--- config.mk ---
export PLATFORM = sky130hd
export DESIGN_NAME = ssadc_backend
export DESIGN_NICKNAME = d
export VERILOG_FILES = /design/src/rtl/ssadc_pkg.sv /design/src/rtl/ssadc_gray_counter.sv /design/src/rtl/ssadc_column.sv /design/src/rtl/ssadc_backend.sv
export SDC_FILE = /design/constraint.sdc
export NUM_CORES = 1
export LEC_CHECK = 0
export BUFFER_PORTS_ARGS = -buffer_cell sky130_fd_sc_hd__buf_2
export CAP_MARGIN = 0
export CORE_AREA = 4 4 122 124
export CTS_CLUSTER_DIAMETER = 80
export CTS_CLUSTER_SIZE = 10
export DETAILED_ROUTE_END_ITERATION = 7
export DIE_AREA = 0 0 126 128
export GPL_ROUTABILITY_DRIVEN = 0
export MAX_ROUTING_LAYER = met4
export SETUP_SLACK_MARGIN = 0.2
export SLEW_MARGIN = 30
export SYNTH_ARGS = -nofsm -noshare
export SYNTH_HDL_FRONTEND = slang
export SYNTH_SLANG_ARGS = --single-unit
export TNS_END_PERCENT = 1
--- constraint.sdc ---
create_clock -name clk -period 11.7 [get_ports clk]
set_input_delay 0.585 -clock clk [delete_from_list [all_inputs] [get_ports clk]]
set_output_delay 0.585 -clock clk [all_outputs]
set_load 0.02 [all_outputs]
--- src/rtl/ssadc_pkg.sv ---
package ssadc_pkg;
  localparam int CNT_W  = 11;
  localparam int CODE_W = CNT_W + 1;
  localparam int NPH    = 3;

  typedef logic [CNT_W-1:0]  cnt_t;
  typedef logic [CODE_W-1:0] code_t;

  function automatic cnt_t bin2gray(input cnt_t b);
    return b ^ (b >> 1);
  endfunction

  function automatic cnt_t gray2bin(input cnt_t g);
    cnt_t b;
    b[CNT_W-1] = g[CNT_W-1];
    for (int i = CNT_W-2; i >= 0; i--) b[i] = b[i+1] ^ g[i];
    return b;
  endfunction

  function automatic logic half_sel(input logic [NPH-1:0] p);
    return (p[0] & p[1]) | (p[1] & p[2]) | (p[0] & p[2]);
  endfunction
endpackage

--- src/rtl/ssadc_gray_counter.sv ---
module ssadc_gray_counter
  import ssadc_pkg::*;
(
  input  logic clk,
  input  logic rst_n,
  input  logic start,
  output cnt_t gray,
  output logic run,
  output logic done
);
  localparam cnt_t LAST_BIN = '1;
  localparam cnt_t LAST_GRAY = LAST_BIN ^ (LAST_BIN >> 1);

  cnt_t gray_nxt;
  always_comb gray_nxt = bin2gray(gray2bin(gray) + cnt_t'(1));

  always_ff @(posedge clk or negedge rst_n) begin
    if (!rst_n) begin
      gray <= '0;
      run  <= 1'b0;
      done <= 1'b0;
    end else if (start) begin
      gray <= '0;
      run  <= 1'b1;
      done <= 1'b0;
    end else if (run) begin
      if (gray == LAST_GRAY) begin
        run  <= 1'b0;
        done <= 1'b1;
      end else begin
        gray <= gray_nxt;
      end
    end
  end
endmodule

--- src/rtl/ssadc_column.sv ---
module ssadc_column
  import ssadc_pkg::*;
(
  input  logic           clk,
  input  logic           rst_n,
  input  logic           start,
  input  logic           run,
  input  cnt_t           gray,
  input  logic [NPH-1:0] phase_lvl,
  input  logic           cmp,
  output code_t          code
);
  logic cmp_q, tripped, rise;

  always_comb rise = cmp & ~cmp_q;

  always_ff @(posedge clk or negedge rst_n) begin
    if (!rst_n) cmp_q <= 1'b0;
    else        cmp_q <= cmp;
  end

  always_ff @(posedge clk or negedge rst_n) begin
    if (!rst_n) begin
      tripped <= 1'b0;
      code    <= '1;
    end else if (start) begin
      tripped <= 1'b0;
      code    <= '1;
    end else if (run && rise && !tripped) begin
      tripped <= 1'b1;
      code    <= {gray2bin(gray), half_sel(phase_lvl)};
    end
  end
endmodule

--- src/rtl/ssadc_backend.sv ---
module ssadc_backend
  import ssadc_pkg::*;
#(
  parameter int NCOL = 8
) (
  input  logic                   clk,
  input  logic                   rst_n,
  input  logic                   start,
  input  logic [NPH-1:0]         phase_lvl,
  input  logic [NCOL-1:0]        cmp_in,
  output logic [NCOL*CODE_W-1:0] col_code,
  output logic                   done
);
  cnt_t gray_w;
  logic run_w;

  ssadc_gray_counter u_cnt (
    .clk   (clk),
    .rst_n (rst_n),
    .start (start),
    .gray  (gray_w),
    .run   (run_w),
    .done  (done)
  );

  for (genvar c = 0; c < NCOL; c++) begin : g_col
    ssadc_column u_col (
      .clk       (clk),
      .rst_n     (rst_n),
      .start     (start),
      .run       (run_w),
      .gray      (gray_w),
      .phase_lvl (phase_lvl),
      .cmp       (cmp_in[c]),
      .code      (col_code[c*CODE_W +: CODE_W])
    );
  end
endmodule

==> metrics.md, run 1 <==
| Metric | Value |
|---|---|
| Status | `completed` |
| DR WL/cell | `19.4 microns` |
| Total GRT Usage | `19.0%` |
| Post-synthesis async set-or-reset flop share | `100%` |
| RSZ-0062 raised after global routing | `false` |
| Ys Warns | `0` |
| Vias in the first global route | `4079` |
| Ports | `111` |
| Critical setup path kind | `reg -> reg` |
| Syn avg cell area | `11.2 sq um` |
| TNS Setup | `0 ns` |
| Max IR drop VDD | `0.125 mV` |
| CTS tree | `built` |
| Post-CTS repair timing setup buffer count | `0` |
| Final Skew | `0.0115 ns` |
| CTS-repair resized insts | `0` |
| Post-route DRC violation count | `0` |
| FF+latch count, synth | `125` |
| Fmax | `134 MHz` |
| Crit end category | `register` |
| Critical path arrival | `between 7 and 8 ns` |
| First-pass GRT wire length | `22900 microns` |
| Crit path required time | `12.04 ns` |
| Startpoint Class | `register` |
| Non-Filler Instances | `between 700 and 800` |
| Die area | `between 15000 and 20000 sq um` |
| Worst slew margin | `38.1%` |
| Row count | `43` |
| DRT iter0 DRCs | `211` |
| Detailed Route WL | `14700 microns` |
| Commonest non-fill, non-tap cell in the layout | `buf_2` |
| Post-layout power | `0.00140 W` |
| H-tree lvl count | `4` |
| Slowest cell delay on critical path | `between 0.6 and 0.7 ns` |
| Via count | `between 4000 and 5000` |
| Via density | `5.42` |
| Pwr/cell area | `213 nW/um^2` |
| Tcrit/Tclk final | `63.8%` |
| Root Driver | `clkbuf_16` |
| Layout cells sized above 1 | `a little over two fifths` |
| Worst-path clk slew | `0.06 ns` |
| Nets | `589` |
| Worst reg2reg startpoint | `u_cnt.gray[10]` |
| Hold_buf cts | `0` |
| Post-route ant nets | `0` |
| Placed Cells | `727` |
| Mapped cell area | `5430 sq um` |
| Clock tree buffer depth | `2` |
| R2r endpoint | `u_cnt.gray[8]` |
| R2R setup slack | `4.24 ns` |
| Area delta synth->final | `21.2%` |
| Post-DP Area | `6020 sq um` |
| HP Class | `in -> async` |
| Grt total ovfl | `0` |
| Commonest non-fill, non-tap cells in the layout | `buf_2 (108), nor2_1 (100), dfstp_2 (96), a211o_1 (88), dfrtp_1 (29)` |
| Yosys cell types | `39` |
| CP cell instances | `xnor2_1, inv_1, ha_1, inv_1, ha_1, inv_1, ha_1, inv_1, ha_1, inv_1, ha_1, inv_1, ha_1, inv_1, ha_1, inv_1, ha_1, inv_1, ha_1, nand4b_1, nor2_1, xnor3_1, o2bb2ai_1` |
| Sequential-to-total area share from yosys stat | `59.8%` |
| Die height | `128 microns` |
| Core Area | `13800 sq um` |
| DR pass1 iterations | `5` |
| Layout Cell Area excl Fill | `6590 sq um` |
| Sink Count | `125` |
| Worst r2r path cells | `23` |
| Critical path's slowest cell | `xnor2_1` |
| Antenna Diode Count | `0` |
| Tmin final | `7.46 ns` |
| Cts bufs inserted | `17` |
| Number of synthesized flops with an enable pin | `0` |
| Die span in x | `126 microns` |
| Initial antenna violation count | `0` |
| Mapped Cells | `roughly 480` |
| Leakage | `2.77 nW` |
| Largest net degree at the start of global routing | `70` |
| Top_reg_cell synth | `dfstp_2` |
| Clock latency at the later pin of the worst-skew pair | `0.41 ns` |
| Slew Limit Fails | `0` |
| Final setup vio count | `0` |
| Starting density of the core | `39.4%` |
| Syn_nets | `roughly 500` |
| Final Util | `47.8%` |
| CP Max Fanout | `11` |
| Final-report hold violation count | `0` |
| PortBufs | `110` |
| Number of max-cap violations | `0` |
| Placed wire-length estimate | `10300 microns` |
| Slew of the pin with the lowest slew margin | `0.928 ns` |
[critical path, delay by kind of cell, from the launching register on]
family | cells | cell delay [ns]
buf+inv | 9 | 1.00
xor+xnor | 2 | 0.93
flops | 1 | 0.42
simple gates | 2 | 0.50
fa+ha+maj | 9 | 4.39
compound gates | 1 | 0.14
[cells in the mapped netlist, drive strengths merged, types with 2 or more instances]
master,number,area (sq um)
inv,26,97.6
xnor2,15,131
o21ai,19,95.1
o2bb2ai,7,61.3
clkbuf,32,121
nand2b,5,31.3
a211o,88,771
ha,9,113
nor2,100,375
dfrtp,29,726
or4,2,18.8
a21oi,5,25.0
nand2,8,30.0
buf,16,91.3
or3,3,18.8
nand3b,6,45.0
dfstp,96,2520
[metrics by stage]
step,hold WS (ns),worst slack (ns)
floorplan,0.289,4.69
global placement,0.474,4.93
detailed placement,0.486,4.29
CTS,0.261,4.26
global route,0.273,3.67
finish,0.241,4.24
[kinds of logic after synthesis]
group / Yosys count / share of synthesized area, %
compound gates: 123 / 18.2
flops: 125 / 59.8
simple gates: 133 / 10.7
buf+inv: 75 / 5.78
xor+xnor: 17 / 3.27
fa+ha+maj: 10 / 2.26
[where the power goes]
| part | leakage (nW) | total, W | switching (W) | internal, W |
|---|---|---|---|---|
| logic | 1.11 | 0.000364 | 0.000232 | 0.000132 |
| registers | 1.38 | 0.000532 | 0.0000297 | 0.000503 |
| clock network | 0.278 | 0.000505 | 0.000183 | 0.000323 |
| total | 2.77 | 0.00140 | 0.000444 | 0.000957 |
[final cells by class]
cell class | instances | area [sq um]
inverters | 27 | 101
flip-flops and latches | 125 | 3250
multi-input cells | 283 | 1880
clock buffers | 24 | 472
fillers | 1299 | 7190
well taps | 180 | 225
clock inverters | 7 | 90.1
repair buffers | 112 | 571
[per-layer routing]
layer  global-route usage [%]  vias to the layer above  share of wire, %
li1                         -                     1828                 -
met1                     25.2                     2086                45
met2                     28.4                      163                47
met3                     4.08                       28               5.5
met4                     8.08                        0               2.4
met5                        -                        -                 0
[worst max path at each step]
stage                    from  cells after the start       endpoint
6_report       u_cnt.gray[10]                     23  u_cnt.gray[8]
5_1_grt        u_cnt.gray[10]                     23  u_cnt.gray[9]
4_1_cts        u_cnt.gray[10]                     23  u_cnt.gray[8]
3_5_place_dp   u_cnt.gray[10]                     23  u_cnt.gray[8]
3_3_place_gp   u_cnt.gray[10]                     23  u_cnt.gray[7]
2_1_floorplan  u_cnt.gray[10]                     32  u_cnt.gray[7]
[sequential cells by signal (all words and copies together) (netlist names)]
name and flops:
g_col.u_col.code 96, u_cnt.gray 11, g_col.u_col.cmp_q 8, g_col.u_col.tripped 8
u_cnt.done 1, u_cnt.run 1
Power figures use the tool's default switching activity.
==> run 2, diff against run 1 <==
Clock period 11.7 ns to 7.8 ns, I/O delays scaled along.
==> metrics.md, run 2 (synthesized netlist as in run 1, its figures left out) <==
| Metric | Value |
|---|---|
| Total GRT Usage | `19.5%` |
| Sink Count | `125` |
| Row count | `43` |
| Grt total ovfl | `0` |
| Clock latency at the later pin of the worst-skew pair | `around 0.42 ns` |
| Worst r2r path cells | `25` |
| PortBufs | `110` |
| Worst slew margin | `37.3%` |
| Sequential share of power | `37.1%` |
| Crit path to | `u_cnt.gray[9]` |
| Startpoint Class | `register` |
| Leakage | `approximately 2.8 nW` |
| Critical path arrival | `6.81 ns` |
| Cell-internal power | `0.00144 W` |
| DRT iter0 DRCs | `~190` |
| Crit path required time | `between 8 and 9 ns` |
| DR pass1 iterations | `5` |
| H-tree lvl count | `4` |
| DR WL/cell | `between 15 and 20 microns` |
| Final-report hold violation count | `0` |
| Fillers | `1305` |
| Ports | `111` |
| RSZ-0062 raised after global routing | `false` |
| Commonest non-fill, non-tap cells in the layout | `buf_2 (108), nor2_1 (100), dfstp_2 (96), a211o_1 (88), dfrtp_1 (29)` |
| Via count | `4002` |
| Max FFs per register | `96` |
| CP Launch Point | `u_cnt.gray[10]` |
| Core Area | `13800 sq um` |
| Area delta synth->final | `22.2%` |
| Antenna Diode Count | `0` |
| CTS tree | `built` |
| CP Max Fanout | `11` |
| Via density | `5.25` |
| Final Util | `48.2%` |
| Crit end category | `register` |
| R2R setup slack | `1.33 ns` |
| R2r endpoint | `u_cnt.gray[9]` |
| Root Driver | `clkbuf_16` |
| Slowest cell delay on critical path | `roughly 0.54 ns` |
| Die height | `~130 microns` |
| HP Class | `in -> async` |
| Worst-path clk slew | `0.06 ns` |
| Die span in x | `126 microns` |
| Starting density of the core | `39.4%` |
| Slew Limit Fails | `0` |
| Layout cells sized above 1 | `42.9%` |
| TNS Setup | `0 ns` |
| Comb power frac | `about a quarter` |
| Pwr/cell area | `323 nW/um^2` |
| Clock power share | `between 30% and 40%` |
| Sw Pwr | `about 0.0007 W` |
| Tmin final | `roughly 6.5 ns` |
| Status | `completed` |
| Number of max-cap violations | `0` |
| Critical path's slowest cell | `ha_1` |
| Largest regs | `g_col.u_col.code: 96 flops, u_cnt.gray: 11 flops` |
| Cts bufs inserted | `17` |
| Hold_buf cts | `0` |
| Clock tree buffer depth | `2` |
| Worst setup margin | `roughly 1.3 ns` |
| Die area | `roughly 16000 sq um` |
| Post-route ant nets | `0` |
| Tcrit/Tclk final | `between 80% and 90%` |
| Vias in the first global route | `4125` |
| First-pass GRT wire length | `roughly 23000 microns` |
| Final setup vio count | `0` |
| Max IR drop VDD | `0.163 mV` |
| Top reg by flops | `g_col.u_col.code` |
| CTS-repair resized insts | `0` |
| Placed wire-length estimate | `10000 microns` |
| Initial antenna violation count | `0` |
| Post-route DRC violation count | `0` |
| Post-CTS repair timing setup buffer count | `0` |
| Critical setup path kind | `reg -> reg` |
| Switching Fraction | `32.8%` |
| Largest net degree at the start of global routing | `70` |
| Slew of the pin with the lowest slew margin | `0.940 ns` |
| Commonest non-fill, non-tap cell in the layout | `buf_2` |
| Fmax | `154 MHz` |
| Post-Place Setup Slack | `1.35 ns` |
| Detailed Route WL | `14800 microns` |
| Final Skew | `approximately 0.012 ns` |
| Worst reg2reg startpoint | `u_cnt.gray[10]` |
| Nets | `593` |
==> run 2: changes by cell type in the layout (fill, tap and decap cells not counted), moves of 2 or more <==
cell / change
clkinvlp_4: +3
buf_4: +4
inv_6: +3
clkbuf_1: -5
nand2b_1: +2
nand2b_2: -2
==> run 2: worst min-delay path by stage <==
stage	startpoint	to
floorplan	rst_n	g_col[0].u_col.cmp_q
global placement	g_col[3].u_col.tripped	g_col[3].u_col.tripped
detailed placement	g_col[0].u_col.tripped	g_col[0].u_col.tripped
CTS	cmp_in[3]	g_col[3].u_col.cmp_q
global route	cmp_in[4]	g_col[4].u_col.cmp_q
finish	rst_n	u_cnt.run
==> run 2: layout make-up <==
cell class              instances  area [sq um]  area share, %
well taps                     180           225           3.39
clock inverters                13           138           2.07
flip-flops and latches        125          3250           48.9
repair buffers                116           601           9.05
inverters                      27           101           1.53
clock buffers                  19           453           6.82
multi-input cells             283          1870           28.2
==> run 2: power by group through the flow <==
stage | clock network [W] | registers [W] | logic (W)
after global placement | 0 | 0.000802 | 0.000540
final | 0.000790 | 0.000795 | 0.000560
after detailed placement | 0 | 0.000804 | 0.000561
after floorplan | 0 | 0.000862 | 0.000326
after CTS | 0.000802 | 0.000795 | 0.000561
after global routing | 0.000834 | 0.000803 | 0.000612
==> run 2: layer usage <==
layer | GRT usage, % | share of wire [%]
met1 | 25.5 | 45
met2 | 29.4 | 49
met3 | 5.33 | 5.6
met4 | 6.62 | 1.3
met5 | - | 0
==> run 2: critical path, delay by kind of cell, from the launching register on <==
family                   cells  cell delay [ns]
AO/OA/AOI/OAI                1             0.14
AND/OR/NAND/NOR              2             0.49
adder cells (fa/ha/maj)      9             3.78
flip-flops                   1             0.41
XOR/XNOR                     2             0.41
buffers and inverters       11             1.14
==> run 2: through the flow <==
stage                     area (sq um)  total power [W]  cells  hold WS (ns)
after floorplan                   5430          0.00119    483        0.0944
after global placement            6050          0.00134    731         0.472
after detailed placement          6050          0.00136    731         0.479
after CTS                         6640          0.00216    763        0.0746
after global routing              6640          0.00225    763        0.0794
final                             6640          0.00214    763        0.0682
==> run 3, diff against run 2 <==
Clock period 7.8 ns to 6.45 ns, I/O delays scaled along.
==> metrics.md, run 3 (synthesized netlist as in run 1, its figures left out) <==
| Metric | Value |
|---|---|
| Max IR drop VDD | `0.175 mV` |
| CTS-repair resized insts | `0` |
| Final Skew | `0.00919 ns` |
| Layout cells sized above 1 | `42.7%` |
| Final-report hold violation count | `0` |
| Crit path required time | `6.74 ns` |
| TNS Setup | `0 ns` |
| Tcrit/Tclk final | `82.6%` |
| HP Class | `in -> async` |
| Worst r2r path cells | `23` |
| GR Layer Usage met2 | `about 28%` |
| Total GRT Usage | `18.7%` |
| Layout Cell Area excl Fill | `6690 sq um` |
| Status | `completed` |
| DRT iter0 DRCs | `between 200 and 300` |
| Critical path's slowest cell | `ha_1` |
| Row count | `43` |
| Largest regs | `g_col.u_col.code: 96 flops, u_cnt.gray: 11 flops` |
| Critical path arrival | `between 5 and 6 ns` |
| CP Max Fanout | `11` |
| Grt met3 use | `under 10%` |
| Commonest non-fill, non-tap cell in the layout | `buf_2` |
| R2R setup slack | `1.12 ns` |
| Via density | `5.21` |
| Placed wire-length estimate | `9470 microns` |
| Post-layout power | `0.00263 W` |
| Fmax | `188 MHz` |
| Post-route ant nets | `0` |
| Startpoint Class | `register` |
| Core Area | `~14000 sq um` |
| Ports | `111` |
| DR pass1 iterations | `5` |
| CP Launch Point | `u_cnt.gray[9]` |
| Vias in the first global route | `4034` |
| RSZ-0062 raised after global routing | `false` |
| Hold_buf cts | `0` |
| Root Driver | `clkbuf_16` |
| Hold WS | `0.00825 ns` |
| Nets | `596` |
| Number of max-cap violations | `0` |
| Die area | `16100 sq um` |
| Slowest cell delay on critical path | `0.46 ns` |
| Grt total ovfl | `0` |
| Commonest non-fill, non-tap cells in the layout | `buf_2 (108), nor2_1 (100), dfstp_2 (96), a211o_1 (88), dfrtp_1 (29)` |
| DR WL/cell | `between 15 and 20 microns` |
| Worst reg2reg startpoint | `u_cnt.gray[9]` |
| Clock tree buffer depth | `2` |
| Post-DP Area | `~6100 sq um` |
| Tmin final | `around 5.3 ns` |
| CTS tree | `built` |
| Sink Count | `~130` |
| Largest net degree at the start of global routing | `66` |
| Worst-path clk slew | `0.05 ns` |
| Via count | `3988` |
| Most Crowded Layer GR | `met2` |
| PortBufs | `110` |
| Slew Limit Fails | `0` |
| Area delta synth->final | `23.2%` |
| Cts bufs inserted | `17` |
| Crit path to | `u_cnt.gray[6]` |
| Leakage | `2.83 nW` |
| Die height | `roughly 130 microns` |
| Max FFs per register | `between 90 and 100` |
| CP cell instances | `xnor2_2, inv_1, ha_1, inv_1, ha_1, inv_1, ha_1, inv_1, ha_1, inv_1, ha_1, inv_1, ha_1, inv_1, ha_1, inv_1, ha_1, inv_1, ha_1, nand4b_1, xnor2_1, xnor2_1, o21ai_1` |
| First-pass GRT wire length | `22600 microns` |
| Pwr/cell area | `just under 400 nW/um^2` |
| Starting density of the core | `39.4%` |
| Worst setup margin | `1.12 ns` |
| Clock latency at the later pin of the worst-skew pair | `0.41 ns` |
| Detailed Route WL | `14100 microns` |
| Initial antenna violation count | `0` |
| Slew of the pin with the lowest slew margin | `0.958 ns` |
| Antenna Diode Count | `0` |
| R2r endpoint | `u_cnt.gray[6]` |
| Post-Place Setup Slack | `between 1 and 1.5 ns` |
| Top reg by flops | `g_col.u_col.code` |
| Critical setup path kind | `reg -> reg` |
| Final setup vio count | `0` |
| Post-route DRC violation count | `0` |
| Grt met1 use | `23.9%` |
| H-tree lvl count | `4` |
| Die span in x | `126 microns` |
| Post-CTS repair timing setup buffer count | `0` |
| Crit end category | `register` |
| Worst slew margin | `36.1%` |
run 3: cell types whose count changed in the layout (fill, tap and decap cells not counted), sizes merged:
cell and delta:
clkinv -4, clkinvlp -3, clkbuf +9, buf +3, inv -2
run 3: area by class of cell:
cell class / instances / area (sq um)
fillers: 1321 / 7080
clock buffers: 28 / 547
repair buffers: 119 / 623
inverters: 27 / 101
flip-flops and latches: 125 / 3250
multi-input cells: 283 / 1880
clock inverters: 4 / 71.3
well taps: 180 / 225
run 3: power by group:
group	switching [W]	internal, W	leakage, nW
sequential	0.0000497	0.000912	1.38
combinational	0.000441	0.000252	1.14
clock	0.000323	0.000651	0.307
run 3: critical path, delay by kind of cell (launching register included):
kind | cells | cell delay [ns]
buffers and inverters | 9 | 0.63
adder cells (fa/ha/maj) | 9 | 3.12
XOR/XNOR | 3 | 0.66
AND/OR/NAND/NOR | 1 | 0.28
flip-flops | 1 | 0.43
AO/OA/AOI/OAI | 1 | 0.08
run 3: stage by stage:
step	utilization, %	instances
after floorplan	-	483
after global placement	44.1	734
after detailed placement	44.1	734
after CTS	48.6	766
after global routing	48.6	766
final	48.6	766
run 3: per-layer routing:
metal | routed length (microns) | up-vias | share of wire (%)
met5 | 0 | - | 0
met1 | 5800 | 1991 | 41
met3 | 1460 | 17 | 10
met2 | 6680 | 140 | 47
met4 | 191 | 0 | 1.4
li1 | - | 1840 | -
run 3: worst min-delay path by stage:
stage              start              endpoint  slack, ns  cells past startpoint
6_report           rst_n        u_cnt.gray[10]      0.008                      1
5_1_grt        cmp_in[3]  g_col[3].u_col.cmp_q       0.02                      1
4_1_cts        cmp_in[0]  g_col[0].u_col.cmp_q       0.01                      1
3_5_place_dp   cmp_in[0]  g_col[0].u_col.cmp_q       0.45                      1
3_3_place_gp   cmp_in[2]  g_col[2].u_col.cmp_q       0.45                      1
2_1_floorplan      rst_n  g_col[0].u_col.cmp_q       0.03                      0
